## src/rtl/mdSelPkg.sv

```systemverilog
package mdSelPkg;

  typedef enum logic [3:0] {
    TLR, RTI,
    SEL_DR, CAP_DR, SHIFT_DR, EXIT1_DR, PAUSE_DR, EXIT2_DR, UPD_DR,
    SEL_IR, CAP_IR, SHIFT_IR, EXIT1_IR, PAUSE_IR, EXIT2_IR, UPD_IR
  } tapState_e;

  typedef struct packed {
    logic inReset;
    logic captureIr;
    logic shiftIr;
    logic updateIr;
    logic captureDr;
    logic shiftDr;
    logic updateDr;
  } tapStrobe_t;

  function automatic tapState_e tapNext(tapState_e cur, logic tms);
    case (cur)
      TLR:      return tms ? TLR      : RTI;
      RTI:      return tms ? SEL_DR   : RTI;
      SEL_DR:   return tms ? SEL_IR   : CAP_DR;
      CAP_DR:   return tms ? EXIT1_DR : SHIFT_DR;
      SHIFT_DR: return tms ? EXIT1_DR : SHIFT_DR;
      EXIT1_DR: return tms ? UPD_DR   : PAUSE_DR;
      PAUSE_DR: return tms ? EXIT2_DR : PAUSE_DR;
      EXIT2_DR: return tms ? UPD_DR   : SHIFT_DR;
      UPD_DR:   return tms ? SEL_DR   : RTI;
      SEL_IR:   return tms ? TLR      : CAP_IR;
      CAP_IR:   return tms ? EXIT1_IR : SHIFT_IR;
      SHIFT_IR: return tms ? EXIT1_IR : SHIFT_IR;
      EXIT1_IR: return tms ? UPD_IR   : PAUSE_IR;
      PAUSE_IR: return tms ? EXIT2_IR : PAUSE_IR;
      EXIT2_IR: return tms ? UPD_IR   : SHIFT_IR;
      UPD_IR:   return tms ? SEL_DR   : RTI;
      default:  return TLR;
    endcase
  endfunction

endpackage

```

## src/rtl/mdTapCtrl.sv

```systemverilog
module mdTapCtrl
  import mdSelPkg::*;
(
  input  logic       tck,
  input  logic       trstN,
  input  logic       tms,
  output tapState_e  state,
  output tapStrobe_t strobe
);

  always_ff @(posedge tck or negedge trstN) begin
    if (!trstN) state <= TLR;
    else        state <= tapNext(state, tms);
  end

  always_comb begin
    strobe           = '0;
    strobe.inReset   = (state == TLR);
    strobe.captureIr = (state == CAP_IR);
    strobe.shiftIr   = (state == SHIFT_IR);
    strobe.updateIr  = (state == UPD_IR);
    strobe.captureDr = (state == CAP_DR);
    strobe.shiftDr   = (state == SHIFT_DR);
    strobe.updateDr  = (state == UPD_DR);
  end

endmodule

```

## src/rtl/mdAddrPath.sv

```systemverilog
module mdAddrPath
  import mdSelPkg::*;
#(
  parameter int ADDR_BITS   = 6,
  parameter int GROUP_COUNT = 4
) (
  input  logic                   tck,
  input  logic                   trstN,
  input  logic                   tdi,
  input  tapStrobe_t             strobe,
  input  logic [ADDR_BITS-1:0]   slotId,
  output logic                   selected,
  output logic                   uniqueSel,
  output logic [ADDR_BITS-1:0]   irShift,
  output logic [GROUP_COUNT-1:0] groupEn,
  output logic                   tdo
);

  localparam int CODE_TOP   = (1 << ADDR_BITS) - 1;
  localparam int GROUP_BASE = CODE_TOP - GROUP_COUNT;
  localparam logic [ADDR_BITS-1:0] IR_CAPTURE = ADDR_BITS'(1);

  logic [GROUP_COUNT-1:0] grpShift;
  logic [GROUP_COUNT-1:0] groupHitVec;
  logic [ADDR_BITS:0]     irCat;
  logic [GROUP_COUNT:0]   grpCat;
  logic isBcast, isGroup, uniqueHit, groupHit;

  // one comparator per multicast group
  for (genvar g = 0; g < GROUP_COUNT; g++) begin : gHit
    assign groupHitVec[g] = groupEn[g] && (irShift == ADDR_BITS'(GROUP_BASE + g));
  end

  always_comb begin
    isBcast   = (irShift == ADDR_BITS'(CODE_TOP));
    isGroup   = (irShift >= ADDR_BITS'(GROUP_BASE)) && !isBcast;
    groupHit  = |groupHitVec;
    uniqueHit = !isGroup && !isBcast && (irShift == slotId);
    irCat     = {tdi, irShift};
    grpCat    = {tdi, grpShift};
    tdo       = strobe.shiftDr ? grpShift[0] : irShift[0];
  end

  always_ff @(posedge tck or negedge trstN) begin
    if (!trstN) begin
      selected  <= 1'b0;
      uniqueSel <= 1'b0;
      groupEn   <= '0;
      irShift   <= IR_CAPTURE;
      grpShift  <= '0;
    end else if (strobe.inReset) begin
      selected  <= 1'b0;
      uniqueSel <= 1'b0;
      groupEn   <= '0;
    end else begin
      if (strobe.captureIr) irShift <= IR_CAPTURE;
      if (strobe.shiftIr)   irShift <= irCat[ADDR_BITS:1];
      if (strobe.updateIr) begin
        selected  <= uniqueHit || isBcast || groupHit;
        uniqueSel <= uniqueHit;
      end
      if (strobe.captureDr) grpShift <= groupEn;
      if (strobe.shiftDr)   grpShift <= grpCat[GROUP_COUNT:1];
      if (strobe.updateDr && uniqueSel) groupEn <= grpShift;
    end
  end

endmodule

```

## src/rtl/mdAddrSelect.sv

```systemverilog
module mdAddrSelect
  import mdSelPkg::*;
#(
  parameter int ADDR_BITS   = 6,
  parameter int GROUP_COUNT = 4
) (
  input  logic                 tck,
  input  logic                 trstN,
  input  logic                 tms,
  input  logic                 tdi,
  input  logic [ADDR_BITS-1:0] slotId,
  output logic                 tdo,
  output logic                 tdoEn,
  output logic                 selected
);

  tapState_e              tapState;
  tapStrobe_t             strobe;
  logic                   uniqueSel;
  logic [ADDR_BITS-1:0]   irShift;
  logic [GROUP_COUNT-1:0] groupEn;

  mdTapCtrl ctrl (
    .tck    (tck),
    .trstN  (trstN),
    .tms    (tms),
    .state  (tapState),
    .strobe (strobe)
  );

  mdAddrPath #(.ADDR_BITS(ADDR_BITS), .GROUP_COUNT(GROUP_COUNT)) path (
    .tck       (tck),
    .trstN     (trstN),
    .tdi       (tdi),
    .strobe    (strobe),
    .slotId    (slotId),
    .selected  (selected),
    .uniqueSel (uniqueSel),
    .irShift   (irShift),
    .groupEn   (groupEn),
    .tdo       (tdo)
  );

  assign tdoEn = uniqueSel && (strobe.shiftIr || strobe.shiftDr);

endmodule

```

## config.mk

```make
export PLATFORM = sky130hd
export DESIGN_NAME = mdAddrSelect
export DESIGN_NICKNAME = d
export VERILOG_FILES = /design/src/rtl/mdSelPkg.sv /design/src/rtl/mdTapCtrl.sv /design/src/rtl/mdAddrPath.sv /design/src/rtl/mdAddrSelect.sv
export SDC_FILE = /design/constraint.sdc
export NUM_CORES = 1
export LEC_CHECK = 0
export ABC_AREA = 0
export BUFFER_PORTS_ARGS = -buffer_cell sky130_fd_sc_hd__buf_2
export CAP_MARGIN = 0
export CORE_ASPECT_RATIO = 1.5
export CORE_MARGIN = 8
export CORE_UTILIZATION = 45
export DETAILED_ROUTE_END_ITERATION = 12
export PLACE_DENSITY_LB_ADDON = 0.1
export SYNTH_ARGS = -nofsm -noshare
export SYNTH_HDL_FRONTEND = slang
export SYNTH_SLANG_ARGS = --single-unit
```

## constraint.sdc

```tcl
create_clock -name tck -period 2.4 [get_ports tck]
set_input_delay 0.24 -clock tck [delete_from_list [all_inputs] [get_ports tck]]
set_output_delay 0.24 -clock tck [all_outputs]
set_load 0.02 [all_outputs]
```

==> flow_summary.html <==
<table>
<tr><th>Metric</th><th>Value</th></tr>
<tr><th colspan="2">Run status</th></tr>
<tr><td>Run status</td><td>finished, final reports clean</td></tr>
<tr><th colspan="2">STA</th></tr>
<tr><td>Final hold violation count</td><td>0</td></tr>
<tr><td>Least-Margin Pin Slew</td><td>slightly above 0.7 ns</td></tr>
<tr><td>Setup TNS</td><td>0 ns</td></tr>
<tr><td>Fraction of the cycle the final worst path needs</td><td>0.866</td></tr>
<tr><td>Worst Clk Skew</td><td>~0.0048 ns</td></tr>
<tr><td>Max Transition Viols Final</td><td>0</td></tr>
<tr><td>Achievable Freq</td><td>481 MHz</td></tr>
<tr><td>Setup Viol. Count Final</td><td>0</td></tr>
<tr><td>Relative slew slack</td><td>0.524</td></tr>
<tr><td>Period minus WS final</td><td>2.08 ns</td></tr>
<tr><td>Setup repair after global routing missed its margin</td><td>no</td></tr>
<tr><th colspan="2">Worst setup path</th></tr>
<tr><td>Required time worst endpoint</td><td>2.16 ns</td></tr>
<tr><td>Cell family with most CP delay</td><td>flip-flops</td></tr>
<tr><td>Worst path max stage delay</td><td>0.65 ns</td></tr>
<tr><td>FF-to-FF Start</td><td>ctrl.state[0]</td></tr>
<tr><td>Worst EP arrival</td><td>1.84 ns</td></tr>
<tr><td>R2r endpoint</td><td>path.uniqueSel</td></tr>
<tr><td>Source of the critical timing path</td><td>ctrl.state[0]</td></tr>
<tr><td>End point of the critical path</td><td>tdoEn</td></tr>
<tr><td>Cell-by-cell listing of the critical path</td><td>nor4b_4 &gt; buf_4 &gt; a21oi_1 &gt; nor2_1 &gt; buf_2</td></tr>
<tr><td>Crit path max fanout</td><td>24</td></tr>
<tr><td>Internal reg-to-reg setup slack</td><td>approximately 0.7 ns</td></tr>
<tr><td>Buf/Inv on CP</td><td>2</td></tr>
<tr><td>CP Capture Type</td><td>output pin</td></tr>
<tr><td>Worst Reg-to-Reg Cells</td><td>3</td></tr>
<tr><td>Type of element launching the critical path</td><td>flop</td></tr>
<tr><td>Critical path type</td><td>reg2out</td></tr>
<tr><td>Number of cells on the critical path</td><td>5</td></tr>
<tr><td>Highest-delay cell along the critical path</td><td>sky130_fd_sc_hd__dfrtp_1</td></tr>
<tr><th colspan="2">Synth</th></tr>
<tr><td>Post-synthesis average cell area</td><td>8.87 µm²</td></tr>
<tr><td>Sequential element share of the synthesized area</td><td>0.419</td></tr>
<tr><td>Synthesized net count</td><td>~150</td></tr>
<tr><td>Number of warnings printed during yosys synthesis</td><td>0</td></tr>
<tr><td>Flip-flop and latch count after synthesis</td><td>20</td></tr>
<tr><td>Area of the mapped netlist</td><td>1200 µm²</td></tr>
<tr><td>Mapped Cells</td><td>approximately 140</td></tr>
<tr><td>Number of library cell types mapped by synthesis</td><td>37</td></tr>
<tr><th colspan="2">Final layout</th></tr>
<tr><td>Design area</td><td>between 1000 and 1500 µm²</td></tr>
<tr><td>Layout cell share with drive strength beyond 1</td><td>0.159</td></tr>
<tr><td>Antenna diode instance count</td><td>0</td></tr>
<tr><td>Post-route insts no fill</td><td>between 150 and 200</td></tr>
<tr><td>Filler cell count</td><td>244</td></tr>
<tr><td>Most common cell after layout, fill and taps aside</td><td>sky130_fd_sc_hd__dfrtp_1</td></tr>
<tr><td>Number of nets in the layout</td><td>approximately 160</td></tr>
<tr><td>Commonest cells after routing, fill and taps aside</td><td>sky130_fd_sc_hd__dfrtp_1 (19), sky130_fd_sc_hd__nand2_1 (17), sky130_fd_sc_hd__o21ai_0 (16)</td></tr>
<tr><td>Area growth from synthesis to layout</td><td>9.93%</td></tr>
<tr><th colspan="2">Drt</th></tr>
<tr><td>Antenna Nets Post-Route</td><td>0</td></tr>
<tr><td>Via total after detailed routing</td><td>976</td></tr>
<tr><td>Length of the first detailed-routing pass in iterations</td><td>4</td></tr>
<tr><td>DRC Markers</td><td>0</td></tr>
<tr><td>DR iter-0 viols</td><td>30</td></tr>
<tr><td>Routed wirelength normalized by instance count</td><td>around 15 µm</td></tr>
<tr><td>Number of vias per cell after detailed routing</td><td>5.74</td></tr>
<tr><td>Sum of routed wire length over all layers</td><td>around 2500 µm</td></tr>
<tr><th colspan="2">Floorplanning</th></tr>
<tr><td>Number of standard-cell rows in the floorplan</td><td>23</td></tr>
<tr><td>Die width</td><td>58.1 µm</td></tr>
<tr><td>Vertical die dimension</td><td>79.2 µm</td></tr>
<tr><td>Effective utilization at floorplan</td><td>0.462</td></tr>
<tr><td>Core area</td><td>2590 µm²</td></tr>
<tr><td>Die footprint</td><td>roughly 4600 µm²</td></tr>
<tr><td>Number of I/O pins</td><td>13</td></tr>
<tr><th colspan="2">Clock tree</th></tr>
<tr><td>Root Buffer Master</td><td>sky130_fd_sc_hd__clkbuf_8</td></tr>
<tr><td>CTS H-tree depth</td><td>1</td></tr>
<tr><td>Buffers inserted by post-CTS timing repair</td><td>0</td></tr>
<tr><td>CTS tree</td><td>done</td></tr>
<tr><td>Worst skew pair latency</td><td>around 0.26 ns</td></tr>
<tr><td>Number of sinks driven by the clock tree</td><td>20</td></tr>
<tr><td>Clock slew seen by the registers of the worst setup and hold paths</td><td>roughly 0.070 ns</td></tr>
<tr><td>Number of buffers inserted during clock tree synthesis</td><td>3</td></tr>
<tr><td>Maximum buffer depth of the clock tree</td><td>2</td></tr>
<tr><th colspan="2">Placement</th></tr>
<tr><td>Area after detailed placement</td><td>1250 µm²</td></tr>
<tr><td>Final GP Congestion</td><td>0.752</td></tr>
<tr><td>Sum of net half-perimeters after detailed placement</td><td>1850 µm</td></tr>
<tr><td>Port-buffer cells</td><td>12</td></tr>
<tr><td># placed instances</td><td>165</td></tr>
<tr><th colspan="2">Pwr</th></tr>
<tr><td>Total leakage power</td><td>0.525 nW</td></tr>
<tr><td>Highest ir drop seen on vdd</td><td>a little under 0.0009 V</td></tr>
<tr><td>Power per standard cell area</td><td>1230 nW/µm²</td></tr>
<tr><th colspan="2">Global route</th></tr>
<tr><td>Via count of the first global-routing pass</td><td>945</td></tr>
<tr><td>Tot GR Track Use</td><td>0.121</td></tr>
<tr><td>Global-route wire length before repair</td><td>4400 µm</td></tr>
<tr><td>Remaining global-route overflow</td><td>0</td></tr>
<tr><td>Largest net degree at the start of global routing</td><td>25</td></tr>
<tr><td>Initial antenna violation count</td><td>0</td></tr>
<tr><th colspan="2">Min path</th></tr>
<tr><td>Hold Path Stages</td><td>3</td></tr>
<tr><td>Hold crit path type</td><td>in2reg</td></tr>
<tr><th colspan="2">Job</th></tr>
<tr><td>Max-capacitance violation count</td><td>0</td></tr>
</table>
[metal layers]
metal / share of wire / wire length, µm / global-route usage
met4: 0.029 / 72 / 0.0813
met2: 0.48 / 1200 / 0.186
met1: 0.45 / 1120 / 0.151
met5: 0 / 0 / 0
met3: 0.043 / 108 / 0.0210
[final cells by class]
class	instances	area, µm²	area share
multi-input cells	101	628	0.477
repair buffers	14	77.6	0.0589
inverters	6	22.5	0.0171
flip-flops and latches	20	502	0.381
clock buffers	4	55.1	0.0418
well taps	25	31.3	0.0238
[stage by stage]
step	power, mW	setup slack (ns)	hold slack [ns]	util
2_1_floorplan	1.24	0.822	-0.0556	-
4_1_cts	1.64	0.322	0.274	0.508
5_1_grt	1.79	0.197	0.291	0.508
3_5_place_dp	1.38	0.607	0.217	0.483
3_3_place_gp	1.36	0.658	0.209	0.483
6_report	1.62	0.321	0.266	0.508
[worst min path at each step]
stage,from,endpoint
after floorplan,trstN,ctrl.state[0]
after global placement,trstN,path.groupEn[3]
after detailed placement,trstN,path.groupEn[3]
after CTS,tdi,path.irShift[5]
after global routing,tdi,path.irShift[5]
final,tdi,path.irShift[5]
[synth_stat cells, drive strengths merged]
cell | count | share of area
clkbuf | 3 | 0.0094
or3 | 1 | 0.0094
a21oi | 12 | 0.060
and3 | 1 | 0.0052
nand2b | 2 | 0.010
nor2b | 4 | 0.021
a211oi | 2 | 0.013
dfstp | 1 | 0.022
mux2i | 5 | 0.042
nor3 | 2 | 0.0084
nand3b | 2 | 0.013
xnor2 | 6 | 0.044
inv | 6 | 0.019
nor2 | 9 | 0.030
o32ai | 1 | 0.0073
nor4 | 1 | 0.0052
o31ai | 2 | 0.013
nand3 | 4 | 0.017
nor4b | 1 | 0.020
a22oi | 4 | 0.025
a31oi | 1 | 0.0052
a32oi | 1 | 0.0073
dfrtp | 19 | 0.40
a311oi | 1 | 0.0073
a221oi | 1 | 0.0073
mux2 | 1 | 0.0094
o211ai | 1 | 0.0063
and4 | 1 | 0.0073
buf | 5 | 0.028
nand2 | 17 | 0.053
or3b | 1 | 0.0073
o21ai | 16 | 0.067
nand4 | 1 | 0.0052
[worst register-to-register path: cells and delay by family, from the launching register on]
family,cells,cell delay [ns]
DFF,1,0.81
and+or+nand+nor,2,0.56
AOI/OAI and AO/OA,1,0.25
[report_power, final]
group / total, mW / switching [mW] / internal (mW)
Clock: 0.253 / 0.107 / 0.146
Sequential: 0.761 / 0.275 / 0.485
Combinational: 0.610 / 0.303 / 0.308
[registers in the layout (all words and copies together) (netlist names)]
register and count:
ctrl.state 4, path.groupEn 4, path.grpShift 4, path.irShift 6, path.selected 1, path.uniqueSel 1
[kinds of logic (layout without fill, tap and decap cells)]
logic type	Yosys count	in the layout	synth area share
DFF	20	20	0.419
AOI/OAI and AO/OA	42	42	0.217
xor gates and xnor gates	6	6	0.0439
muxes	6	6	0.0512
buffers and inverters	14	24	0.0564
and+or+nand+nor	47	47	0.212
[timing repair]
item                                   4_1_cts  5_1_grt
setup endpoints to repair                    0        0
hold buffers                                 1        0
gates resized for setup                      0        0
endpoints found under the hold margin       19        0
Note: power is estimated with default switching activity, not from simulation.
